### src/rtl/pwm_fb_pkg.sv
package pwm_fb_pkg;
    typedef enum logic {
        PH_DRIVE_POS = 1'b1,
        PH_DRIVE_NEG = 1'b0
    } fb_phase_e;
endpackage

### src/rtl/fb_dither_lfsr.sv
module fb_dither_lfsr #(
    parameter int LFSR_W = 16,
    parameter int DITH_W = 2,
    parameter logic [LFSR_W-1:0] SEED = 16'hACE1
) (
    input  logic              clk,
    input  logic              rst,
    input  logic              step,
    output logic [DITH_W-1:0] dith
);
    logic [LFSR_W-1:0] lfsr_q;
    logic              fb_bit;

    // taps 16,14,13,11
    assign fb_bit = lfsr_q[15] ^ lfsr_q[13] ^ lfsr_q[12] ^ lfsr_q[10];

    always_ff @(posedge clk) begin
        if (rst)       lfsr_q <= SEED;
        else if (step) lfsr_q <= {lfsr_q[LFSR_W-2:0], fb_bit};
    end

    assign dith = lfsr_q[DITH_W-1:0];

    // the register must never lock up in the all-zero state
    a_r7_lfsr_live: assert property (@(posedge clk) disable iff (rst)
        lfsr_q != '0);
endmodule

### src/rtl/fb_code_quant.sv
module fb_code_quant #(
    parameter int CODE_W = 8,
    parameter int DUTY_W = 6,
    parameter int DITH_W = 2
) (
    input  logic [CODE_W-1:0] code,
    input  logic [DITH_W-1:0] dith,
    input  logic              dith_en,
    output logic [DUTY_W-1:0] duty_k
);
    localparam int SUM_W = CODE_W + 1;
    localparam logic [CODE_W-1:0] FULL = '1;

    logic [SUM_W-1:0]  sum;
    logic [CODE_W-1:0] clamped;
    logic [DUTY_W-1:0] upper;

    always_comb begin
        sum = {1'b0, code} + (dith_en ? SUM_W'(dith) : SUM_W'(0));
        clamped = sum[CODE_W] ? FULL : sum[CODE_W-1:0];
        upper = clamped[CODE_W-1 -: DUTY_W];
        duty_k = ~upper;
    end

    always_comb begin
        // top-of-range code always yields zero positive slots
        if (&code[CODE_W-1 -: DUTY_W])
            a_r8_clamp_top: assert (duty_k == '0);
        // dither moves the truncated code by at most one step
        a_r7_dither_span: assert ((~duty_k) == code[CODE_W-1 -: DUTY_W] ||
                                  (~duty_k) == code[CODE_W-1 -: DUTY_W] + DUTY_W'(1));
    end
endmodule

### src/rtl/fb_frame_timer.sv
module fb_frame_timer #(
    parameter int DUTY_W   = 6,
    parameter int SLOT_CYC = 1
) (
    input  logic              clk,
    input  logic              rst,
    output logic [DUTY_W-1:0] slot_idx,
    output logic              slot_tick,
    output logic              frame_end
);
    localparam logic [DUTY_W-1:0] LAST_SLOT = '1;

    generate
        if (SLOT_CYC == 1) begin : g_direct
            assign slot_tick = 1'b1;
        end else begin : g_prescale
            localparam int PW = $clog2(SLOT_CYC);
            logic [PW-1:0] pre_q;
            always_ff @(posedge clk) begin
                if (rst)                                pre_q <= '0;
                else if (pre_q == PW'(SLOT_CYC - 1))    pre_q <= '0;
                else                                    pre_q <= pre_q + PW'(1);
            end
            assign slot_tick = (pre_q == PW'(SLOT_CYC - 1));
        end
    endgenerate

    always_ff @(posedge clk) begin
        if (rst)            slot_idx <= '0;
        else if (slot_tick) slot_idx <= slot_idx + DUTY_W'(1);
    end

    assign frame_end = slot_tick && (slot_idx == LAST_SLOT);
endmodule

### src/rtl/pwm_fb_ctrl.sv
module pwm_fb_ctrl #(
    parameter int CODE_W     = 8,
    parameter int DUTY_W     = 6,
    parameter int DITH_W     = 2,
    parameter int SLOT_CYC   = 1,
    parameter int RESET_DUTY = 32
) (
    input  logic              clk,
    input  logic              rst,
    input  logic [CODE_W-1:0] coarse_code,
    input  logic              coarse_vld,
    input  logic              dither_en,
    output logic              sw_pos,
    output logic [DUTY_W-1:0] app_code,
    output logic              app_vld
);
    import pwm_fb_pkg::*;

    localparam logic [DUTY_W-1:0] K_RESET = DUTY_W'(RESET_DUTY);

    logic [DUTY_W-1:0] slot_idx;
    logic              slot_tick;
    logic              frame_end;
    logic [CODE_W-1:0] pend_code;
    logic              pend_flag;
    logic [CODE_W-1:0] take_code;
    logic              have_code;
    logic [DITH_W-1:0] dith;
    logic [DUTY_W-1:0] quant_k;
    logic [DUTY_W-1:0] k_new;
    logic [DUTY_W-1:0] cur_k;
    fb_phase_e         state_q, state_d;

    fb_frame_timer #(.DUTY_W(DUTY_W), .SLOT_CYC(SLOT_CYC)) timer_i (
        .clk(clk), .rst(rst), .slot_idx(slot_idx),
        .slot_tick(slot_tick), .frame_end(frame_end)
    );

    fb_dither_lfsr #(.DITH_W(DITH_W)) lfsr_i (
        .clk(clk), .rst(rst), .step(frame_end && have_code), .dith(dith)
    );

    fb_code_quant #(.CODE_W(CODE_W), .DUTY_W(DUTY_W), .DITH_W(DITH_W)) quant_i (
        .code(take_code), .dith(dith), .dith_en(dither_en), .duty_k(quant_k)
    );

    // newest code wins; a strobe in the boundary cycle goes straight through
    always_ff @(posedge clk) begin
        if (rst) begin
            pend_flag <= 1'b0;
            pend_code <= '0;
        end else if (frame_end) begin
            pend_flag <= 1'b0;
        end else if (coarse_vld) begin
            pend_flag <= 1'b1;
            pend_code <= coarse_code;
        end
    end

    assign take_code = coarse_vld ? coarse_code : pend_code;
    assign have_code = coarse_vld || pend_flag;
    assign k_new     = have_code ? quant_k : cur_k;

    // next-state logic
    always_comb begin
        state_d = state_q;
        unique case (state_q)
            PH_DRIVE_POS: begin
                if (frame_end)
                    state_d = (k_new != '0) ? PH_DRIVE_POS : PH_DRIVE_NEG;
                else if (slot_tick &&
                         ({1'b0, slot_idx} + (DUTY_W+1)'(1)) >= {1'b0, cur_k})
                    state_d = PH_DRIVE_NEG;
            end
            PH_DRIVE_NEG: begin
                if (frame_end && k_new != '0)
                    state_d = PH_DRIVE_POS;
            end
            default: state_d = PH_DRIVE_NEG;
        endcase
    end

    // state register and per-frame code
    always_ff @(posedge clk) begin
        if (rst) begin
            state_q <= (K_RESET != '0) ? PH_DRIVE_POS : PH_DRIVE_NEG;
            cur_k   <= K_RESET;
        end else begin
            state_q <= state_d;
            if (frame_end) cur_k <= k_new;
        end
    end

    // outputs
    always_ff @(posedge clk) begin
        if (rst) begin
            app_vld  <= 1'b0;
            app_code <= K_RESET;
        end else begin
            app_vld <= frame_end;
            if (frame_end) app_code <= k_new;
        end
    end

    always_comb sw_pos = (state_q == PH_DRIVE_POS);

    // positive interval begins only at the first slot of a frame
    a_r3_rise_at_start: assert property (@(posedge clk) disable iff (rst)
        $rose(sw_pos) |-> slot_idx == '0);
    // switch is positive only inside the first k slots
    a_r3_pos_inside_k: assert property (@(posedge clk) disable iff (rst)
        sw_pos |-> slot_idx < cur_k);
    // duty frozen except across a frame boundary
    a_r5_duty_frozen: assert property (@(posedge clk) disable iff (rst)
        !frame_end |=> $stable(cur_k));
    // report strobe sits on slot zero and lasts one cycle
    a_r2_vld_at_slot0: assert property (@(posedge clk) disable iff (rst)
        app_vld |-> slot_idx == '0);
    a_r2_vld_single: assert property (@(posedge clk) disable iff (rst)
        app_vld |=> !app_vld);
    // reported code matches the one steering the switch
    a_r2_report_match: assert property (@(posedge clk) disable iff (rst)
        app_vld |-> app_code == cur_k);
endmodule

### config.mk
export PLATFORM = sky130hd
export DESIGN_NAME = pwm_fb_ctrl
export DESIGN_NICKNAME = d
export VERILOG_FILES = /design/src/rtl/pwm_fb_pkg.sv /design/src/rtl/fb_dither_lfsr.sv /design/src/rtl/fb_code_quant.sv /design/src/rtl/fb_frame_timer.sv /design/src/rtl/pwm_fb_ctrl.sv
export SDC_FILE = /design/constraint.sdc
export NUM_CORES = 1
export LEC_CHECK = 0
export BUFFER_PORTS_ARGS = -buffer_cell sky130_fd_sc_hd__buf_2
export CORE_MARGIN = 4
export CORE_UTILIZATION = 40
export CTS_CLUSTER_SIZE = 8
export DETAILED_ROUTE_END_ITERATION = 10
export PLACE_DENSITY = 0.63
export SLEW_MARGIN = 40
export SYNTH_ARGS = -nofsm -noshare
export SYNTH_HDL_FRONTEND = slang
export SYNTH_SLANG_ARGS = --single-unit
### constraint.sdc
create_clock -name clk -period 3.05 [get_ports clk]
set_input_delay 0.4575 -clock clk [delete_from_list [all_inputs] [get_ports clk]]
set_output_delay 0.4575 -clock clk [all_outputs]
set_load 0.05 [all_outputs]
==> metrics.yaml <==
floorplanning:
  die-height_um: 76.9
  core-area_um2: 4470
  num_rows: 24
  die_w_um: 76.9
  io_pins: 20
  start_util: 0.424
  fp.dieArea_um2: 5910
global_routing:
  track_usage: 0.145
  grt_max_degree: 41
  grt_pass1_vias: 1461
  grt_pass1_wl_mm: 6.86
  antenna_found_initial: 0
  overflow: 0
drt:
  vias: 1590
  wl_per_cell_um: 12.8
  wl_met2_mm: 1.72
  drcViolationCount: 0
  route.met3.wl_um: 162
  wl_mm: 3.84
  antenna_left: 0
  highest_layer: "met4"
  drt_iter0_drc: 76
  drt_first_pass_iters: 4
  wl_met1_mm: 1.91
  vias_per_cell: 5.28
clocking:
  clock_latency_ps: 300
  postCtsSetupBuffers: 0
  clkTransAtPathRegs_ps: 70
  htree_levels: 2
  cts_root_buf: "clkbuf_8"
  cts_buffer_depth: 2
  ctsResizeCount: 0
  cts_tree: "yes"
  cts_buffers: 5
  clkSinkCount: 39
  hold_buffers: 0
power_and_ir_drop:
  vdd_drop_max_uv: 286
  power_frac_clock: 0.358
  intPower_mw: 0.714
  switching_power_mw: 0.232
  p_seq_frac: 0.557
  leakage_nw: 0.923
  power_density_nw_per_um2: 445
  combPwrFrac: 0.086
  switching_share: 0.245
synthesis:
  synthArstFlopShare: 0
  synth.top_cell.area_share: 0.411
  synth_cells: 229
  synth_edf_count: 0
  syn_area_per_cell_um2: 8.29
  synth_common_cells: "nand2_1 (49), dfxtp_1 (39), a21oi_1 (26), nand3_1 (16)"
  synth-main-ff-cell: "dfxtp_1"
  synth_cell_types: 41
  synth.cell_area_um2: 1900
  synth.area.top_cells: "dfxtp_1 (41%), nand2_1 (9.7%), a21oi_1 (6.9%)"
  synth_nets: 249
  yosys.area.top_type: "dfxtp_1"
  ys_seq_elements: 39
  yosys_warnings: 0
  ys_seq_area_frac: 0.411
  synth_most_common_cell: "nand2_1"
worst_setup_path:
  max_stage_delay_ps: 350
  ff2ff_path_depth: 7
  path_class: "input pin to register"
  r2r-start: "pend_code[1]"
  crit_buf_inv: 1
  timing.rr.end: "sw_pos"
  crit_cells: 8
  cp-start-kind: "input pin"
  crit_required_ps: 3270
  critPathTopFamily: "compound AO/OA/AOI/OAI gates"
  crit_chain: "buf_2, mux2_2, ha_1, a41oi_4, xnor2_1, a21oi_1, or3b_1, a31oi_1"
  end_kind: "register"
  worstPathArrival_ps: 2260
  crit_slowest_cell: "or3b_1"
  crit_end: "sw_pos"
  startpoint: "coarse_vld"
  crit_path_max_fanout: 4
  r2r_slack_ps: 1030
place:
  port-buffer-count: 19
  place_congestion: 0.803
  placed_area_um2: 2040
  hpwl_mm: 2.68
final_layout:
  area_growth_pct: 12.1
  drive_gt1_frac: 0.153
  design_area_um2: 2130
  fill_cells: 436
  diodes: 0
  layout.nets: 268
sta:
  holdWs_ps: 443
  tightest_slew_ps: 679
  rsz0062_at_grt: "no"
  finClkSkew_ps: 10.4
  timing.fmax_mhz: 491
  period_share: 0.668
  report.final.slew_viol_count: 0
  setup_tns_ps: 0
  max_slew_margin: 0.548
  finalHoldViolCount: 0
  setup_viol: 0
  finalCriticalPeriod_ps: 2040
job:
  drv_cap: 0
hold_path:
  min_from: "coarse_code[0]"
  hold_path_class: "input pin to register"
run_status:
  status: "finished, final reports clean"
-- per-layer routing --
metal | vias up | track usage
met5 | - | 0
met4 | 0 | 0.0707
met3 | 4 | 0.0351
met2 | 28 | 0.212
met1 | 729 | 0.198
li1 | 829 | -
-- metrics by stage --
stage / setup slack (ps) / std cells / power (mW) / util
finish: 1010 / 301 / 0.947 / 0.476
global route: 884 / 301 / 0.996 / 0.476
CTS: 1010 / 301 / 0.961 / 0.476
detailed placement: 701 / 293 / 0.620 / 0.457
global placement: 735 / 293 / 0.620 / 0.457
floorplan: 530 / 229 / 0.596 / -
-- placed cells by master (no fill, tap or decap), types with 2 or more instances in the layout --
cell type  count
mux2_2         3
nor2_1         8
xnor2_1        5
dfxtp_1       39
nor2b_1        7
nand2_1       49
xor2_1         3
nand3_1       16
and3_1         3
a32oi_1        2
a211oi_1       2
buf_2         19
o21ai_0        6
a22o_1         2
buf_4          4
clkbuf_8       5
nand3b_1       7
o21ai_1        2
ha_1           8
a21oi_1       26
inv_1          7
nor3_1         4
-- sequential cells by signal, indices dropped and copies added, names as in the netlist --
signal            count
sw_pos                1
app_code              6
pend_flag             1
timer_i.slot_idx      6
app_vld               1
pend_code             8
lfsr_i.lfsr_q        16
-- worst min-delay path, cell delays in order --
cell	delay, ps
buf_2	100
nand3_1	70
a21oi_1	60
-- cells by family (layout without fill, tap and decap cells) --
| group | Yosys count | count (layout) | share of synthesized area |
|---|---|---|---|
| DFF | 39 | 39 | 0.411 |
| adders and majority gates | 8 | 8 | 0.0527 |
| xor gates and xnor gates | 8 | 8 | 0.0369 |
| AOI/OAI and AO/OA | 49 | 49 | 0.169 |
| and+or+nand+nor | 103 | 103 | 0.266 |
| buffers and inverters | 18 | 38 | 0.0376 |
| muxes | 4 | 4 | 0.0257 |
-- cell type report --
cell class / instances / area [µm²] / area share
sequential: 39 / 781 / 0.367
clock inverter: 2 / 12.5 / 0.00588
tap: 52 / 65.1 / 0.0306
clock buffer: 6 / 72.6 / 0.0341
inverter: 7 / 26.3 / 0.0123
timing repair buffer: 23 / 125 / 0.0588
multi-input combinational: 172 / 1050 / 0.491
-- power groups by stage --
stage,logic [mW],clock network [mW],registers (mW)
detailed placement,0.0814,0,0.539
global route,0.0921,0.376,0.528
global placement,0.0812,0,0.539
finish,0.0811,0.338,0.527
CTS,0.0817,0.352,0.527
floorplan,0.0598,0,0.537
-- worst min-delay path by stage --
stage / endpoint / depth (start not counted)
floorplan: pend_code[1] / 2
global placement: pend_code[2] / 2
detailed placement: pend_code[2] / 2
CTS: pend_code[0] / 3
global route: pend_code[0] / 3
finish: pend_code[0] / 3
Power figures use the tool's default switching activity.
